### config.mk
export PLATFORM = sky130hd
export DESIGN_NAME = iowin_xlate
export DESIGN_NICKNAME = d
export VERILOG_FILES = /design/src/rtl/iowin_pkg.sv /design/src/rtl/iowin_addr_map.sv /design/src/rtl/iowin_size_dec.sv /design/src/rtl/iowin_lane_mask.sv /design/src/rtl/iowin_xlate.sv
export SDC_FILE = /design/constraint.sdc
export NUM_CORES = 1
export LEC_CHECK = 0
export ABC_AREA = 1
export BUFFER_PORTS_ARGS = -buffer_cell sky130_fd_sc_hd__buf_4
export CAP_MARGIN = 20
export CORE_MARGIN = 2
export CORE_UTILIZATION = 51
export DETAILED_ROUTE_END_ITERATION = 6
export GPL_ROUTABILITY_DRIVEN = 0
export GPL_TIMING_DRIVEN = 0
export PLACE_DENSITY = 0.82
export REMOVE_ABC_BUFFERS = 1
export SLEW_MARGIN = 0
export SYNTH_ARGS = -nofsm -noshare
export SYNTH_HDL_FRONTEND = slang
export SYNTH_SLANG_ARGS = --single-unit
### constraint.sdc
create_clock -name clk -period 2.6 [get_ports clk]
set_input_delay 0.26 -clock clk [delete_from_list [all_inputs] [get_ports clk]]
set_output_delay 0.26 -clock clk [all_outputs]
set_load 0.02 [all_outputs]
### src/rtl/iowin_pkg.sv
package iowin_pkg;
    localparam int SZ_W = 3;

    localparam logic [SZ_W-1:0] SZ_BYTE = 3'd1;
    localparam logic [SZ_W-1:0] SZ_HALF = 3'd2;
    localparam logic [SZ_W-1:0] SZ_WORD = 3'd4;

    typedef enum logic {
        MAP_FLAT   = 1'b0,
        MAP_SPARSE = 1'b1
    } map_mode_e;
endpackage

### src/rtl/iowin_addr_map.sv
module iowin_addr_map #(
    parameter int SPAN_LOG2  = 23,
    parameter int PAGE_LOG2  = 12,
    parameter int GROUP_LOG2 = 5,
    parameter int IO_AW      = 16
) (
    input  logic [SPAN_LOG2-1:0] off,
    input  logic                 sparse,
    output logic [IO_AW-1:0]     addr
);
    import iowin_pkg::*;

    localparam int HI_W = SPAN_LOG2 - PAGE_LOG2;

    logic [IO_AW-1:0] flat_addr;
    logic [IO_AW-1:0] sparse_addr;
    logic             unused_mid;
    map_mode_e        mode;

    // page number becomes the high part, group-internal offset is kept
    assign sparse_addr = {off[SPAN_LOG2-1:PAGE_LOG2], off[GROUP_LOG2-1:0]};
    assign flat_addr   = off[IO_AW-1:0];
    assign unused_mid  = ^off[PAGE_LOG2-1:GROUP_LOG2];
    assign mode        = map_mode_e'(sparse);

    always_comb begin
        unique case (mode)
            MAP_SPARSE: addr = sparse_addr;
            default:    addr = flat_addr;
        endcase
    end

    initial begin
        if (HI_W + GROUP_LOG2 != IO_AW) begin
            $display("iowin_addr_map: sparse width does not match IO_AW");
        end
    end
endmodule

### src/rtl/iowin_size_dec.sv
module iowin_size_dec #(
    parameter int NBYTES = 4
) (
    input  logic [iowin_pkg::SZ_W-1:0] size,
    output logic                       legal,
    output logic [NBYTES-1:0]          be
);
    import iowin_pkg::*;

    assign legal = (size == SZ_BYTE) || (size == SZ_HALF) || (size == SZ_WORD);

    for (genvar i = 0; i < NBYTES; i++) begin : g_lane
        assign be[i] = legal && (size > SZ_W'(i));
    end
endmodule

### src/rtl/iowin_lane_mask.sv
module iowin_lane_mask #(
    parameter int NBYTES = 4
) (
    input  logic [8*NBYTES-1:0] din,
    input  logic [NBYTES-1:0]   be,
    output logic [8*NBYTES-1:0] dout
);
    for (genvar i = 0; i < NBYTES; i++) begin : g_byte
        assign dout[8*i +: 8] = be[i] ? din[8*i +: 8] : 8'h00;
    end
endmodule

### src/rtl/iowin_xlate.sv
module iowin_xlate #(
    parameter int              ADDR_W     = 32,
    parameter int              DATA_W     = 32,
    parameter int              IO_AW      = 16,
    parameter int              SPAN_LOG2  = 23,
    parameter int              PAGE_LOG2  = 12,
    parameter int              GROUP_LOG2 = 5,
    parameter logic [ADDR_W-1:0] WIN_BASE = 32'h8000_0000
) (
    input  logic              clk,
    input  logic              rst_n,
    input  logic              cpu_req,
    input  logic              cpu_we,
    input  logic [ADDR_W-1:0] cpu_addr,
    input  logic [2:0]        cpu_size,
    input  logic [DATA_W-1:0] cpu_wdata,
    input  logic              sparse_mode,
    output logic              io_valid,
    output logic              io_we,
    output logic [IO_AW-1:0]  io_addr,
    output logic [2:0]        io_size,
    output logic [DATA_W-1:0] io_wdata,
    output logic              io_err,
    input  logic              io_rvalid,
    input  logic [DATA_W-1:0] io_rdata,
    output logic              cpu_rready,
    output logic [DATA_W-1:0] cpu_rdata
);
    import iowin_pkg::*;

    localparam int NBYTES = DATA_W / 8;

    typedef struct packed {
        logic              vld;
        logic              we;
        logic              err;
        logic [IO_AW-1:0]  addr;
        logic [SZ_W-1:0]   size;
        logic [DATA_W-1:0] wdata;
        logic [NBYTES-1:0] rd_be;
        logic              rrdy;
        logic [DATA_W-1:0] rdata;
    } state_t;

    state_t st_d, st_q;

    logic [SPAN_LOG2-1:0] off;
    logic [IO_AW-1:0]     map_addr;
    logic                 size_ok;
    logic [NBYTES-1:0]    req_be;
    logic [DATA_W-1:0]    wdata_m;
    logic [DATA_W-1:0]    rdata_m;

    assign off = SPAN_LOG2'(cpu_addr - WIN_BASE);

    iowin_addr_map #(
        .SPAN_LOG2 (SPAN_LOG2),
        .PAGE_LOG2 (PAGE_LOG2),
        .GROUP_LOG2(GROUP_LOG2),
        .IO_AW     (IO_AW)
    ) u_map (
        .off   (off),
        .sparse(sparse_mode),
        .addr  (map_addr)
    );

    iowin_size_dec #(.NBYTES(NBYTES)) u_size (
        .size (cpu_size),
        .legal(size_ok),
        .be   (req_be)
    );

    iowin_lane_mask #(.NBYTES(NBYTES)) u_wmask (
        .din (cpu_wdata),
        .be  (req_be),
        .dout(wdata_m)
    );

    iowin_lane_mask #(.NBYTES(NBYTES)) u_rmask (
        .din (io_rdata),
        .be  (st_q.rd_be),
        .dout(rdata_m)
    );

    always_comb begin
        st_d      = st_q;
        st_d.vld  = cpu_req && size_ok;
        st_d.err  = cpu_req && !size_ok;
        st_d.rrdy = io_rvalid;
        if (cpu_req && size_ok) begin
            st_d.we    = cpu_we;
            st_d.addr  = map_addr;
            st_d.size  = cpu_size;
            st_d.wdata = wdata_m;
            if (!cpu_we) begin
                st_d.rd_be = req_be;
            end
        end
        if (io_rvalid) begin
            st_d.rdata = rdata_m;
        end
    end

    always_ff @(posedge clk) begin
        if (!rst_n) begin
            st_q <= '0;
        end else begin
            st_q <= st_d;
        end
    end

    assign io_valid   = st_q.vld;
    assign io_we      = st_q.we;
    assign io_addr    = st_q.addr;
    assign io_size    = st_q.size;
    assign io_wdata   = st_q.wdata;
    assign io_err     = st_q.err;
    assign cpu_rready = st_q.rrdy;
    assign cpu_rdata  = st_q.rdata;
endmodule

== After elaboration in Yosys (flattened, before gate mapping) ==
Index checks and enable logic that the tools add are counted.

* Memories: 0
* Input bits: 105
* Output and inout bits: 87
* Word-level logic and storage cells: 37
* Latch bits: 0
* RAM bits: 0
* Memory bits (read-only): 0
* Flip-flop bits (word level): 91

* Reduce and logical (&&, ||, !) cells: 10
* Multiplexer cells: 9
* Shifts and indexed selects: 0
* Add/subtract/negate cells: 1
* Multipliers: 0
* Bitwise operators: 1
* Equal/unequal tests: 3
* Div/mod/pow operators: 0
* $lt $le $gt $ge: 4

{| class="wikitable"
|+ Operators with widths
! operator !! number
|-
| two-way mux 8 bit || 8
|-
| subtractor 23 x 1 -> 23 bit, second input constant || 1
|-
| two-way mux 16 bit || 1
|-
| > comparator 3 x 1 -> 1 bit, second input constant || 2
|-
| > comparator 3 x 2 -> 1 bit, second input constant || 2
|-
| logical AND 1 bit || 6
|-
| == test 3 x 1 -> 1 bit, second input constant || 1
|-
| == test 3 x 2 -> 1 bit, second input constant || 1
|-
| == test 3 bit, second input constant || 1
|-
| logical OR 1 bit || 2
|-
| AND reduction 2 bit || 1
|-
| logical NOT 1 bit || 1
|-
| inverter 1 bit || 1
|}

== Depth between registers and ports, before layout ==
* Word-level depth: 5
* Mapped depth: 8
* Gate-level depth less buffers: 7

== Hierarchy ==
From an unflattened synthesis, not the netlist that was laid out.

* Cell total of the unflattened synthesis: 673
* Area, all modules: 4615.7 um2

{| class="wikitable"
|+ Modules (own cells, without submodules)
! module !! times used !! cells an instance !! area an instance (um2)
|-
| iowin_xlate || 1 || 483 || 3842.4
|-
| iowin_lane_mask || 2 || 68 || 260.2
|-
| iowin_addr_map || 1 || 41 || 183.9
|-
| iowin_size_dec || 1 || 13 || 68.8
|}

== Least setup slack after synthesis ==
No wires, ideal clock.

* Path type: input-to-reg
* Start point: input cpu_size[0]
* End point: register st_q, in the netlist io_wdata[22]
* Path slack: 1.512 ns
* Stages on the path: 7
* Arrival: 0.956 ns
* Buffers on the path: 2
* Setup time: 0.132 ns
* Data required time: 2.468 ns
* Cells stage by stage: inv_2 buf_6 nand3_4 clkinv_1 buf_4 nand3_1 a21oi_1

* Cells in the longest elaborated chain, start to end: 5

{| class="wikitable"
|+ Ends and longest elaborated chain
! element !! line !! source
|-
| start: declaration || iowin_xlate.sv:15 || <nowiki>input logic [2:0] cpu_size,</nowiki>
|-
| branches (longest 5 deep; another with > comparator 3 x 2 -> 1 bit) || - ||
|-
| end signal: assignment || iowin_xlate.sv:108 || <nowiki>st_q <= st_d;</nowiki>
|-
| end: declaration || iowin_xlate.sv:45 || <nowiki>state_t st_d, st_q;</nowiki>
|}

Parallel ways; which one is timed is not known.
A chain may end at the register's enable or synchronous reset.

== Final worst setup path ==
* Start point: input cpu_size[0]
* End point: register st_q, in the netlist io_wdata[7]

* Cells in the longest elaborated chain, start to end: 5

{| class="wikitable"
|+ Ends and longest elaborated chain
! element
|-
| branches (longest 5 deep; another with > comparator 3 x 1 -> 1 bit)
|}

Parallel ways; which one is timed is not known.

==> impl_results.md <==
* Status: finished clean
* Setup ws final at 920 ps
* Root Driver: clkbuf_8
* Netlist Area Pre-Place at 4210 sq um
* Reg2Reg Depth at 2
* Cells along the critical path: buf_4 > inv_2 > nand3_4 > nand2_4 > nand2_4 > nand2_1 > a21oi_1
* Switching pwr at 748 uW
* Met2 routed WL at 4790 um
* Top Metal Used: met4
* Critical path type: in -> reg
* # DRC at 0
* MaxCap Viol Count at 0
* Int Power at 2.16 mW
* Initial Util at 0.521
* Top-count cell post-synth: nand2_1
* Initial antenna violation count at 0
* CP peak stage delay at 450 ps
* TritonCTS clock tree: built
* Yosys top cell by area: dfxtp_1
* Max Root-Sink Buffers at 2
* Ys async rst share at 0
* Ports at 192
* Setup TNS at 0 ps
* Number of synthesized register bits at 91
* # setup viols final at 0
* TritonCTS Buffers at 9
* Static Leakage at 2.16 nW
* Pin count of the biggest net entering global routing at 89
* Shortest period the worst path allows at 1680 ps
* Startpoint Class: input port
* Die Y at 94.9 um
* Top-area cell type share of the netlist area at 0.432
* Synth Flop Type: dfxtp_1
* Flop pwr share at 0.500
* # diodes at 0
* CORE AREA at 8090 sq um
* Switching portion of total power at 0.257
* Flop2flop setup slack at 1720 ps
* EDFF count, synth at 0
* Routed len/inst at 13.8 um
* Area delta synth->final at 20.6%
* Die area at 9000 sq um
* CP max stage cell: nand2_4
* Register area at 1820 sq um
* Peak supply drop at 392 uV
* Max Slew Vio Count at 0
* Critical Path Sink Type: flip-flop
* Logic pwr share at 0.136
* Clk sinks at 91
* Main area contributors after synthesis: dfxtp_1 43%, buf_4 16%, nand2_1 11%
* Worst slew margin at 0.383
* First-pass GRT wire length at 15,100 um
* FP Rows at 33
* Vias post-DR at 3,619
* Clk network pwr share at 0.364
* Crit path top cell by count: nand2_4
* Vias in the first global route at 3,365
* CTS clk-pin slew, worst paths at 90 ps
* Residual overflow from global routing at 0
* P per Cell Area at 572 nW/um^2
* Post_cts resized at 0
* Max FO, Critical Path at 52
* Final period utilization at 0.646
* Reg2reg end: cpu_rdata[12]$_SDFFE_PN0P_
* Drt first pass iters at 5
* Max Fclk at 0.595 GHz
* Required time of the critical path at 2780 ps
* Antenna viol nets, final at 0
* Gate Count Post-Synth at 528
* Routed WL at 9820 um
* Setup repair after global routing missed its margin: no
* M1 WL at 4050 um
* Syn avg cell area at 7.98 sq um
* Fraction of layout cells with a size suffix above 1 at 0.371
* Nets at 704
* Fin cells at 709
* Area of the multi-input gates at 1500 sq um
* Worst hold slack at 142 ps
* Post-synthesis cell type count at 20
* Critical Path AT at 1860 ps
* Hold Crit Class: in -> reg
* Fillers at 703
* GRT Util Overall at 0.211
* Port buffer count at 182
* Hold Vio Cnt, Final at 0
* Drt initial violations at 151
* Hold Crit Depth at 3
* Synthesis warning total at 0
* DP Cell Count at 693
* Area after DPL at 4860 sq um
* WHS Endpoint: cpu_rready$_SDFF_PN0_
* WL met3 at 821 um
* CTS Hold Buffers Added at 0
* Vias per cell at 5.10
* Worst Tran Pin Value at 926 ps
* Min-delay src: rst_n
* Hpwl dp at 6600 um
* Worst slack, placed at 560 ps
* Synth top cells by count: 125 x nand2_1, 91 x dfxtp_1, 88 x buf_4, 78 x a21oi_1, 65 x nand3_1
* Postcts setup bufs at 0
* Max H-tree Level at 3
* Die Span X at 94.9 um
* RR Startpoint: st_q[34]$_SDFFE_PN0P_
* Clk_skew at 12.7 ps
* Sequential element share of the synthesized area at 0.432
* Latest clock arrival within the worst-skew pair at 350 ps
* Finished Cell Area at 5080 sq um
[worst max path at each step]
stage / startpoint / end / slack [ps] / depth (start not counted)
after floorplan: cpu_size[0] / io_addr[10]$_SDFFE_PN0P_ / 1160 / 6
after global placement: cpu_size[0] / io_addr[12]$_SDFFE_PN0P_ / 590 / 7
after detailed placement: cpu_size[0] / io_addr[7]$_SDFFE_PN0P_ / 560 / 7
after CTS: cpu_size[0] / io_wdata[7]$_SDFFE_PN0P_ / 930 / 7
after global routing: cpu_size[0] / io_wdata[4]$_SDFFE_PN0P_ / 800 / 7
final: cpu_size[0] / io_wdata[7]$_SDFFE_PN0P_ / 920 / 7
[area by class of cell]
class                           instances  share of cell area
Tap cell                              105              0.0259
Timing Repair Buffer                  182               0.269
Clock buffer                           10              0.0251
Multi-Input combinational cell        305               0.295
Sequential cell                        91               0.359
Clock inverter                          6              0.0185
Inverter                               10             0.00788
[per-layer routing]
layer,global-route usage,vias up
met1,0.245,1669
li1,-,1787
met4,0.0700,0
met5,0,-
met2,0.365,151
met3,0.0686,12
[power groups by stage]
stage,clock network [mW],logic [mW],registers (mW)
2_1_floorplan,0,0.124,1.53
6_report,1.06,0.395,1.45
4_1_cts,1.08,0.397,1.45
3_5_place_dp,0,0.395,1.49
5_1_grt,1.14,0.429,1.46
3_3_place_gp,0,0.388,1.48
[cell usage in the layout (no fill, tap or decap), types with 2 or more instances in the layout]
cell / count
nand3_1: 65
inv_6: 3
nand4_1: 9
inv_1: 7
bufinv_16: 2
nand2_1: 125
buf_4: 182
a21oi_2: 10
clkbuf_8: 9
a21oi_1: 78
nor2_1: 3
dfxtp_1: 91
nand3_2: 12
nand2_4: 2
[state kept, by name, summed over array words and instances (netlist names)]
register and flops:
io_err 1, cpu_rdata 32, io_wdata 32, cpu_rready 1
st_q 4, io_addr 16, io_we 1, io_valid 1
io_size 3
[metrics by stage]
stage           util  power, mW
2_1_floorplan      -       1.65
3_3_place_gp   0.600       1.87
3_5_place_dp   0.600       1.88
4_1_cts        0.628       2.93
5_1_grt        0.628       3.03
6_report       0.628       2.91
[kinds of logic (layout without fill, tap and decap cells)]
family,Yosys count,count (layout),synth area share
buf+inv,132,208,0.211
compound gates,88,88,0.113
flops,91,91,0.432
simple gates,217,217,0.243
[worst max-delay path: cells and delay by family]
kind,cells,cell delay [ps]
compound gates,1,80
buf+inv,2,320
simple gates,4,1160
Note: power is estimated with default switching activity, not from simulation.
